[src/rtl/prio_irq_pkg.sv]
package prio_irq_pkg;
  localparam logic [7:0] OFS_PEND_HI  = 8'h00;
  localparam logic [7:0] OFS_PEND_LO  = 8'h04;
  localparam logic [7:0] OFS_MASK_HI  = 8'h08;
  localparam logic [7:0] OFS_MASK_LO  = 8'h0C;
  localparam logic [7:0] OFS_FORCE_HI = 8'h10;
  localparam logic [7:0] OFS_FORCE_LO = 8'h14;
  localparam logic [7:0] OFS_MASK_SET = 8'h1C;
  localparam logic [7:0] OFS_MASK_CLR = 8'h1D;
  localparam logic [7:0] OFS_ACK      = 8'hE0;
  localparam int unsigned LVL_BASE    = 64;
  localparam int unsigned VEC_BASE    = 64;
  localparam int unsigned VEC_IDLE    = 24;
  localparam int unsigned ALL_BIT     = 6;
endpackage

[src/rtl/irq_regfile.sv]
module irq_regfile
  import prio_irq_pkg::*;
#(
  parameter int unsigned NUM_SRC = 64,
  parameter int unsigned LVL_W   = 8,
  parameter int unsigned DW      = 32,
  parameter int unsigned AW      = 8,
  localparam int unsigned SEL_W  = $clog2(NUM_SRC),
  localparam int unsigned HALF   = NUM_SRC / 2
) (
  input  logic                           clk_i,
  input  logic                           rst_ni,
  input  logic [NUM_SRC-1:0]             irq_i,
  input  logic                           we_i,
  input  logic [AW-1:0]                  addr_i,
  input  logic [DW-1:0]                  wdata_i,
  output logic [NUM_SRC-1:0]             pend_o,
  output logic [NUM_SRC-1:0]             mask_o,
  output logic [NUM_SRC-1:0]             force_o,
  output logic [NUM_SRC-1:0]             en_o,
  output logic [NUM_SRC-1:0][LVL_W-1:0]  lvl_o
);
  logic [NUM_SRC-1:0]            pend_q, mask_q, force_q, en_q;
  logic [NUM_SRC-1:0][LVL_W-1:0] lvl_q;
  logic [SEL_W-1:0]              sel;

  assign sel = wdata_i[SEL_W-1:0];

  // pending bits track the lines only; bus writes never reach them
  always_ff @(posedge clk_i or negedge rst_ni) begin
    if (!rst_ni) pend_q <= '0;
    else         pend_q <= irq_i;
  end

  always_ff @(posedge clk_i or negedge rst_ni) begin
    if (!rst_ni) begin
      mask_q <= '1;
    end else if (we_i) begin
      case (addr_i)
        OFS_MASK_HI: mask_q[NUM_SRC-1:HALF] <= wdata_i[HALF-1:0];
        OFS_MASK_LO: mask_q[HALF-1:0]       <= wdata_i[HALF-1:0];
        OFS_MASK_SET: begin
          if (wdata_i[ALL_BIT]) mask_q <= '1;
          else                  mask_q[sel] <= 1'b1;
        end
        OFS_MASK_CLR: begin
          if (wdata_i[ALL_BIT]) mask_q <= '0;
          else                  mask_q[sel] <= 1'b0;
        end
        default: ;
      endcase
    end
  end

  always_ff @(posedge clk_i or negedge rst_ni) begin
    if (!rst_ni) begin
      force_q <= '0;
    end else if (we_i) begin
      if (addr_i == OFS_FORCE_HI) force_q[NUM_SRC-1:HALF] <= wdata_i[HALF-1:0];
      if (addr_i == OFS_FORCE_LO) force_q[HALF-1:0]       <= wdata_i[HALF-1:0];
    end
  end

  for (genvar g = 0; g < NUM_SRC; g++) begin : g_lvl
    logic hit;
    assign hit = we_i && (addr_i == AW'(LVL_BASE + g));
    always_ff @(posedge clk_i or negedge rst_ni) begin
      if (!rst_ni) begin
        lvl_q[g] <= '0;
        en_q[g]  <= 1'b0;
      end else if (hit) begin
        lvl_q[g] <= wdata_i[LVL_W-1:0];
        en_q[g]  <= |wdata_i[LVL_W-1:0];
      end
    end
  end

  assign pend_o  = pend_q;
  assign mask_o  = mask_q;
  assign force_o = force_q;
  assign en_o    = en_q;
  assign lvl_o   = lvl_q;


  pend_ignore_chk: assert property (@(posedge clk_i) disable iff (!rst_ni)
    we_i && (addr_i == OFS_PEND_HI || addr_i == OFS_PEND_LO) |=> pend_q == $past(irq_i));

  lvl_en_chk: assert property (@(posedge clk_i) disable iff (!rst_ni)
    we_i && addr_i >= AW'(LVL_BASE) && addr_i < AW'(LVL_BASE + NUM_SRC)
    |=> en_q[$past(addr_i[SEL_W-1:0])] == $past(|wdata_i[LVL_W-1:0]));

  mask_set_all_chk: assert property (@(posedge clk_i) disable iff (!rst_ni)
    we_i && addr_i == OFS_MASK_SET && wdata_i[ALL_BIT] |=> &mask_q);

  mask_clr_all_chk: assert property (@(posedge clk_i) disable iff (!rst_ni)
    we_i && addr_i == OFS_MASK_CLR && wdata_i[ALL_BIT] |=> mask_q == '0);
endmodule

[src/rtl/irq_prio_arb.sv]
module irq_prio_arb #(
  parameter int unsigned NUM_SRC = 64,
  parameter int unsigned LVL_W   = 8,
  localparam int unsigned SEL_W  = $clog2(NUM_SRC)
) (
  input  logic [NUM_SRC-1:0]            act_i,
  input  logic [NUM_SRC-1:0][LVL_W-1:0] lvl_i,
  output logic                          hit_o,
  output logic [SEL_W-1:0]              idx_o,
  output logic [LVL_W-1:0]              lvl_o
);
  // ascending scan with >= so the later (higher) index takes ties
  always_comb begin
    hit_o = 1'b0;
    idx_o = '0;
    lvl_o = '0;
    for (int i = 0; i < NUM_SRC; i++) begin
      if (act_i[i] && lvl_i[i] >= lvl_o) begin
        hit_o = 1'b1;
        idx_o = SEL_W'(i);
        lvl_o = lvl_i[i];
      end
    end
  end
endmodule

[src/rtl/prio_irq_ctrl.sv]
module prio_irq_ctrl
  import prio_irq_pkg::*;
#(
  parameter int unsigned NUM_SRC = 64,
  parameter int unsigned LVL_W   = 8,
  parameter int unsigned DW      = 32,
  parameter int unsigned AW      = 8,
  parameter int unsigned VEC_W   = 8,
  localparam int unsigned SEL_W  = $clog2(NUM_SRC),
  localparam int unsigned HALF   = NUM_SRC / 2
) (
  input  logic               clk_i,
  input  logic               rst_ni,
  input  logic [NUM_SRC-1:0] irq_i,
  input  logic               bus_we_i,
  input  logic [AW-1:0]      bus_addr_i,
  input  logic [DW-1:0]      bus_wdata_i,
  output logic [DW-1:0]      bus_rdata_o,
  output logic [LVL_W-1:0]   irq_level_o,
  output logic [VEC_W-1:0]   irq_vector_o
);
  logic [NUM_SRC-1:0]            pend, mask, frc, en, act;
  logic [NUM_SRC-1:0][LVL_W-1:0] lvl;
  logic                          hit;
  logic [SEL_W-1:0]              win_idx;
  logic [LVL_W-1:0]              win_lvl;

  irq_regfile #(.NUM_SRC(NUM_SRC), .LVL_W(LVL_W), .DW(DW), .AW(AW)) u_regs (
    .clk_i   (clk_i),
    .rst_ni  (rst_ni),
    .irq_i   (irq_i),
    .we_i    (bus_we_i),
    .addr_i  (bus_addr_i),
    .wdata_i (bus_wdata_i),
    .pend_o  (pend),
    .mask_o  (mask),
    .force_o (frc),
    .en_o    (en),
    .lvl_o   (lvl)
  );

  assign act = (pend | frc) & en & ~mask;

  irq_prio_arb #(.NUM_SRC(NUM_SRC), .LVL_W(LVL_W)) u_arb (
    .act_i (act),
    .lvl_i (lvl),
    .hit_o (hit),
    .idx_o (win_idx),
    .lvl_o (win_lvl)
  );

  assign irq_level_o  = hit ? win_lvl : '0;
  assign irq_vector_o = hit ? VEC_W'(VEC_BASE) + VEC_W'(win_idx) : VEC_W'(VEC_IDLE);

  always_comb begin
    bus_rdata_o = '0;
    if (bus_addr_i >= AW'(LVL_BASE) && bus_addr_i < AW'(LVL_BASE + NUM_SRC)) begin
      bus_rdata_o = DW'(lvl[bus_addr_i[SEL_W-1:0]]);
    end else begin
      case (bus_addr_i)
        OFS_PEND_HI:  bus_rdata_o = DW'(pend[NUM_SRC-1:HALF]);
        OFS_PEND_LO:  bus_rdata_o = DW'(pend[HALF-1:0]);
        OFS_MASK_HI:  bus_rdata_o = DW'(mask[NUM_SRC-1:HALF]);
        OFS_MASK_LO:  bus_rdata_o = DW'(mask[HALF-1:0]);
        OFS_FORCE_HI: bus_rdata_o = DW'(frc[NUM_SRC-1:HALF]);
        OFS_FORCE_LO: bus_rdata_o = DW'(frc[HALF-1:0]);
        OFS_ACK:      bus_rdata_o = DW'(irq_vector_o);
        default:      bus_rdata_o = '0;
      endcase
    end
  end

  // independent check: does any active source beat the reported winner
  function automatic logic beaten(input logic [NUM_SRC-1:0] a,
                                  input logic [NUM_SRC-1:0][LVL_W-1:0] l,
                                  input logic [SEL_W-1:0] w);
    logic b;
    b = 1'b0;
    for (int j = 0; j < NUM_SRC; j++) begin
      if (a[j] && j > int'(w) && l[j] >= l[w]) b = 1'b1;
      if (a[j] && j < int'(w) && l[j] >  l[w]) b = 1'b1;
    end
    return b;
  endfunction


  win_best_chk: assert property (@(posedge clk_i) disable iff (!rst_ni)
    hit |-> act[win_idx] && !beaten(act, lvl, win_idx));

  idle_out_chk: assert property (@(posedge clk_i) disable iff (!rst_ni)
    act == '0 |-> irq_vector_o == VEC_W'(VEC_IDLE) && irq_level_o == '0);

  vec_range_chk: assert property (@(posedge clk_i) disable iff (!rst_ni)
    act != '0 |-> irq_vector_o >= VEC_W'(VEC_BASE));

  ack_read_chk: assert property (@(posedge clk_i) disable iff (!rst_ni)
    bus_addr_i == OFS_ACK |-> bus_rdata_o == DW'(irq_vector_o));
endmodule

[config.mk]
export PLATFORM = sky130hd
export DESIGN_NAME = prio_irq_ctrl
export DESIGN_NICKNAME = d
export VERILOG_FILES = /design/src/rtl/prio_irq_pkg.sv /design/src/rtl/irq_regfile.sv /design/src/rtl/irq_prio_arb.sv /design/src/rtl/prio_irq_ctrl.sv
export SDC_FILE = /design/constraint.sdc
export NUM_CORES = 2
export LEC_CHECK = 0
export CAP_MARGIN = 10
export CORE_AREA = 10 10 324 326
export DETAILED_ROUTE_END_ITERATION = 12
export DIE_AREA = 0 0 334 336
export DONT_BUFFER_PORTS = 1
export PLACE_DENSITY_LB_ADDON = 0.05
export SLEW_MARGIN = 0
export SYNTH_ARGS = -nofsm -noshare
export SYNTH_HDL_FRONTEND = slang
export SYNTH_SLANG_ARGS = --single-unit
[constraint.sdc]
create_clock -name clk_i -period 134.1 [get_ports clk_i]
set_clock_uncertainty 0.15 [all_clocks]
set_input_delay 13.41 -clock clk_i [delete_from_list [all_inputs] [get_ports clk_i]]
set_output_delay 13.41 -clock clk_i [all_outputs]
set_load 0.02 [all_outputs]
==> out/results.ini <==
[setup_path]
crit_slowest_cell=dfstp_4
reg2reg_slack_ps=132730
end_kind=output port
crit_arrival_ps=115280
r2r_end=u_regs.mask_o[0]
cpPeakStageDelay_ps=520
cp.required_ps=120540
cp-start-kind=register
r2r_start=u_regs.mask_o[0]
cpMostUsedCell=ha_1
critPathMaxFanout=25
r2r_cells=3
setup.worst_path.class=reg -> out

[die]
std_cell_rows=115
ios=155
core_area_mm2=0.0981
dieArea_mm2=0.112
die_width_um=334
die_y_um=336
start_util=0.589

[logic_synthesis]
synth_top_area_frac=0.305
netlist_instances=6014
ys_seq_elements=768
synthTopCellsByArea=dfrtp_1 31%, mux2_2 10%, ha_1 9.6%
synth_edf_count=0
synth-warning-count=0
seq_area_frac_synth=0.334
synth_ff_type=dfrtp_1
netlist_area_mm2=0.0578
synth_top_cell_by_area=dfrtp_1
syn_avg_cell_area_um2=9.60
synth_cell_types=125
async_flop_share=1.00
synth_nets=6565

[sta]
post-route-min-period_ps=128840
postLayoutSetupSlackWorst_ps=5260
tns_ps=0
post-route-period-util=0.961
setup_violations=0
fmax_mhz=7.76
slew_viol_final=730
tightest_slew_ps=6370
hold_viol=0
slew_headroom=-3.25

[clocking]
cts_tree=done
numCtsBuffers=89
cts_root_buf=clkbuf_16
clk_transition_reported_paths_ps=60
clock-sinks=768
cts_buffer_depth=3
worstSkewPairLatency_ps=690
htree_levels=3

[drt]
drc=0
via_per_inst=7.11
initialDrtViolationCount=7659
num_vias=53400
drt_pass1_iterations=9
avgRoutedWirePerCell_um=32.1
postRouteAntennaNets=0
routed_wl_um=241000

[pwr]
clockPowerShare=0.174
internal-power_uw=797
p_comb_frac=0.646
peakVddDrop_v=0.0000199
p_per_area_mw_per_mm2=22.8
p_seq_frac=0.181
swShare=0.470
p_leak_uw=0.0304
p_sw_uw=706

[finish]
fillers=7794
drive_gt1_frac=0.278
multiInputGateArea_mm2=0.0382
seqCellArea_mm2=0.0193
layout_common_cells=702 x dfrtp_1, 588 x nand2_1, 535 x mux2_2
fin_nets=6692
synthToLayoutAreaGrowth_pct=14.2
final_common_cell=dfrtp_1

[global_routing]
grt_usage=0.411
grt_pass1_vias=49400
grt_pass1_wl_um=343000
grt_max_degree=769
grt_overflow=0
antenna_found_initial=18

[min_path]
whs_endpoint=u_regs.en_o[34]
min_path_cells=2
hold_class=reg -> reg
hold_start=u_regs.en_o[34]

[status]
status=finished, violations left
violations=slew limit

[placement]
port_buffers=0
dp_slack_ps=-3550
gp_congestion=1.08
hpwl_um=173000

[run]
cap_violations=0

cells by family (layout without fill, tap and decap cells):
logic type,count (synthesis),after routing,share of synthesized area
buffers and inverters,593,781,0.0392
other,1,10,0.0000649
and+or+nand+nor,1777,1781,0.146
muxes,795,795,0.192
AOI/OAI and AO/OA,1629,1635,0.191
DFF,768,768,0.334
adders and majority gates,451,451,0.0974
synthesized netlist by cell type (19+ instances only):
cell type  number
a22oi_1        50
inv_1         267
nand3_1       102
or2_2          38
nor2b_1        53
o21a_1         71
and4_1         36
a21o_1        113
a22o_1         57
a311oi_1       19
buf_1          55
o21ai_0       384
clkbuf_1      247
mux4_2        198
a31oi_1        80
and2_1         57
o211ai_1       49
and3_1         44
nand2b_1       96
nand4_1        36
a21boi_0       38
a21oi_1       407
mux2_2        535
a211oi_1       34
dfstp_2        64
nor3b_1        44
nand2_1       604
o22ai_1        19
nor2_1        520
mux2i_1        62
or3_1          21
ha_1          444
dfrtp_1       704
nor3_1         49
per-stage QoR:
step / area (µm²) / instances / power [µW] / utilization / hold slack [ps]
6_report: 66000 / 7508 / 1500 / 0.672 / 326
5_1_grt: 66000 / 7500 / 1590 / 0.672 / 361
4_1_cts: 63500 / 7392 / 1400 / 0.647 / 325
3_5_place_dp: 60000 / 7216 / 1120 / 0.612 / 312
3_3_place_gp: 60000 / 7215 / 1110 / 0.612 / 305
2_1_floorplan: 57800 / 6014 / 842 / - / 290
final cells by class:
cell class                      instances  area share
Inverter                              270      0.0154
Antenna cell                            9    0.000341
Clock inverter                         44     0.00857
Tap cell                             1287      0.0244
Sequential cell                       768       0.293
Multi-Input combinational cell       4663       0.579
Timing Repair Buffer                  349      0.0424
Clock buffer                          118      0.0377
layer usage:
layer	wire, µm	GRT usage	part of all wire
met5	112	0	0.00046
met1	93400	0.550	0.39
met2	97900	0.579	0.41
met4	16300	0.218	0.067
met3	33500	0.145	0.14
worst max-delay path, delay by kind of cell, from the launching register on:
family / cells / cell delay (ps)
adder cells (fa/ha/maj): 65 / 18140
AO/OA/AOI/OAI: 241 / 47280
multiplexers: 14 / 4340
AND/OR/NAND/NOR: 212 / 33220
flip-flops: 1 / 520
buffers and inverters: 65 / 10770
worst max path at each step:
stage | start | slack (ps) | end | depth (start not counted)
after floorplan | u_regs.force_o[0] | 150 | bus_rdata_o[1] | 629
after global placement | u_regs.pend_o[0] | -1690 | bus_rdata_o[5] | 581
after detailed placement | u_regs.pend_o[0] | -3550 | bus_rdata_o[5] | 593
after CTS | u_regs.pend_o[0] | 20 | bus_rdata_o[4] | 597
after global routing | u_regs.mask_o[0] | -1180 | bus_rdata_o[4] | 609
final | u_regs.mask_o[0] | 5260 | bus_rdata_o[5] | 597
state kept, by name, indices dropped and copies added (netlist names):
register and count:
u_regs.force_o 64, u_regs.pend_o 64, u_regs.en_o 64, u_regs.lvl_o 512, u_regs.mask_o 64
power by group through the flow:
stage | Combinational [µW] | Clock [µW] | Sequential, µW
2_1_floorplan | 581 | 0 | 261
3_3_place_gp | 838 | 0 | 273
3_5_place_dp | 844 | 0 | 273
4_1_cts | 865 | 261 | 269
5_1_grt | 1040 | 270 | 272
6_report | 971 | 261 | 272
what timing repair did:
action	in CTS	in global routing
setup buffers	13	90
endpoints found under the hold margin	0	0
gates resized for setup	68	365
hold buffers	0	0
pin swaps	7	62
gates cloned	1	15
endpoints found under the setup margin	22	22
Power figures use the tool's default switching activity.
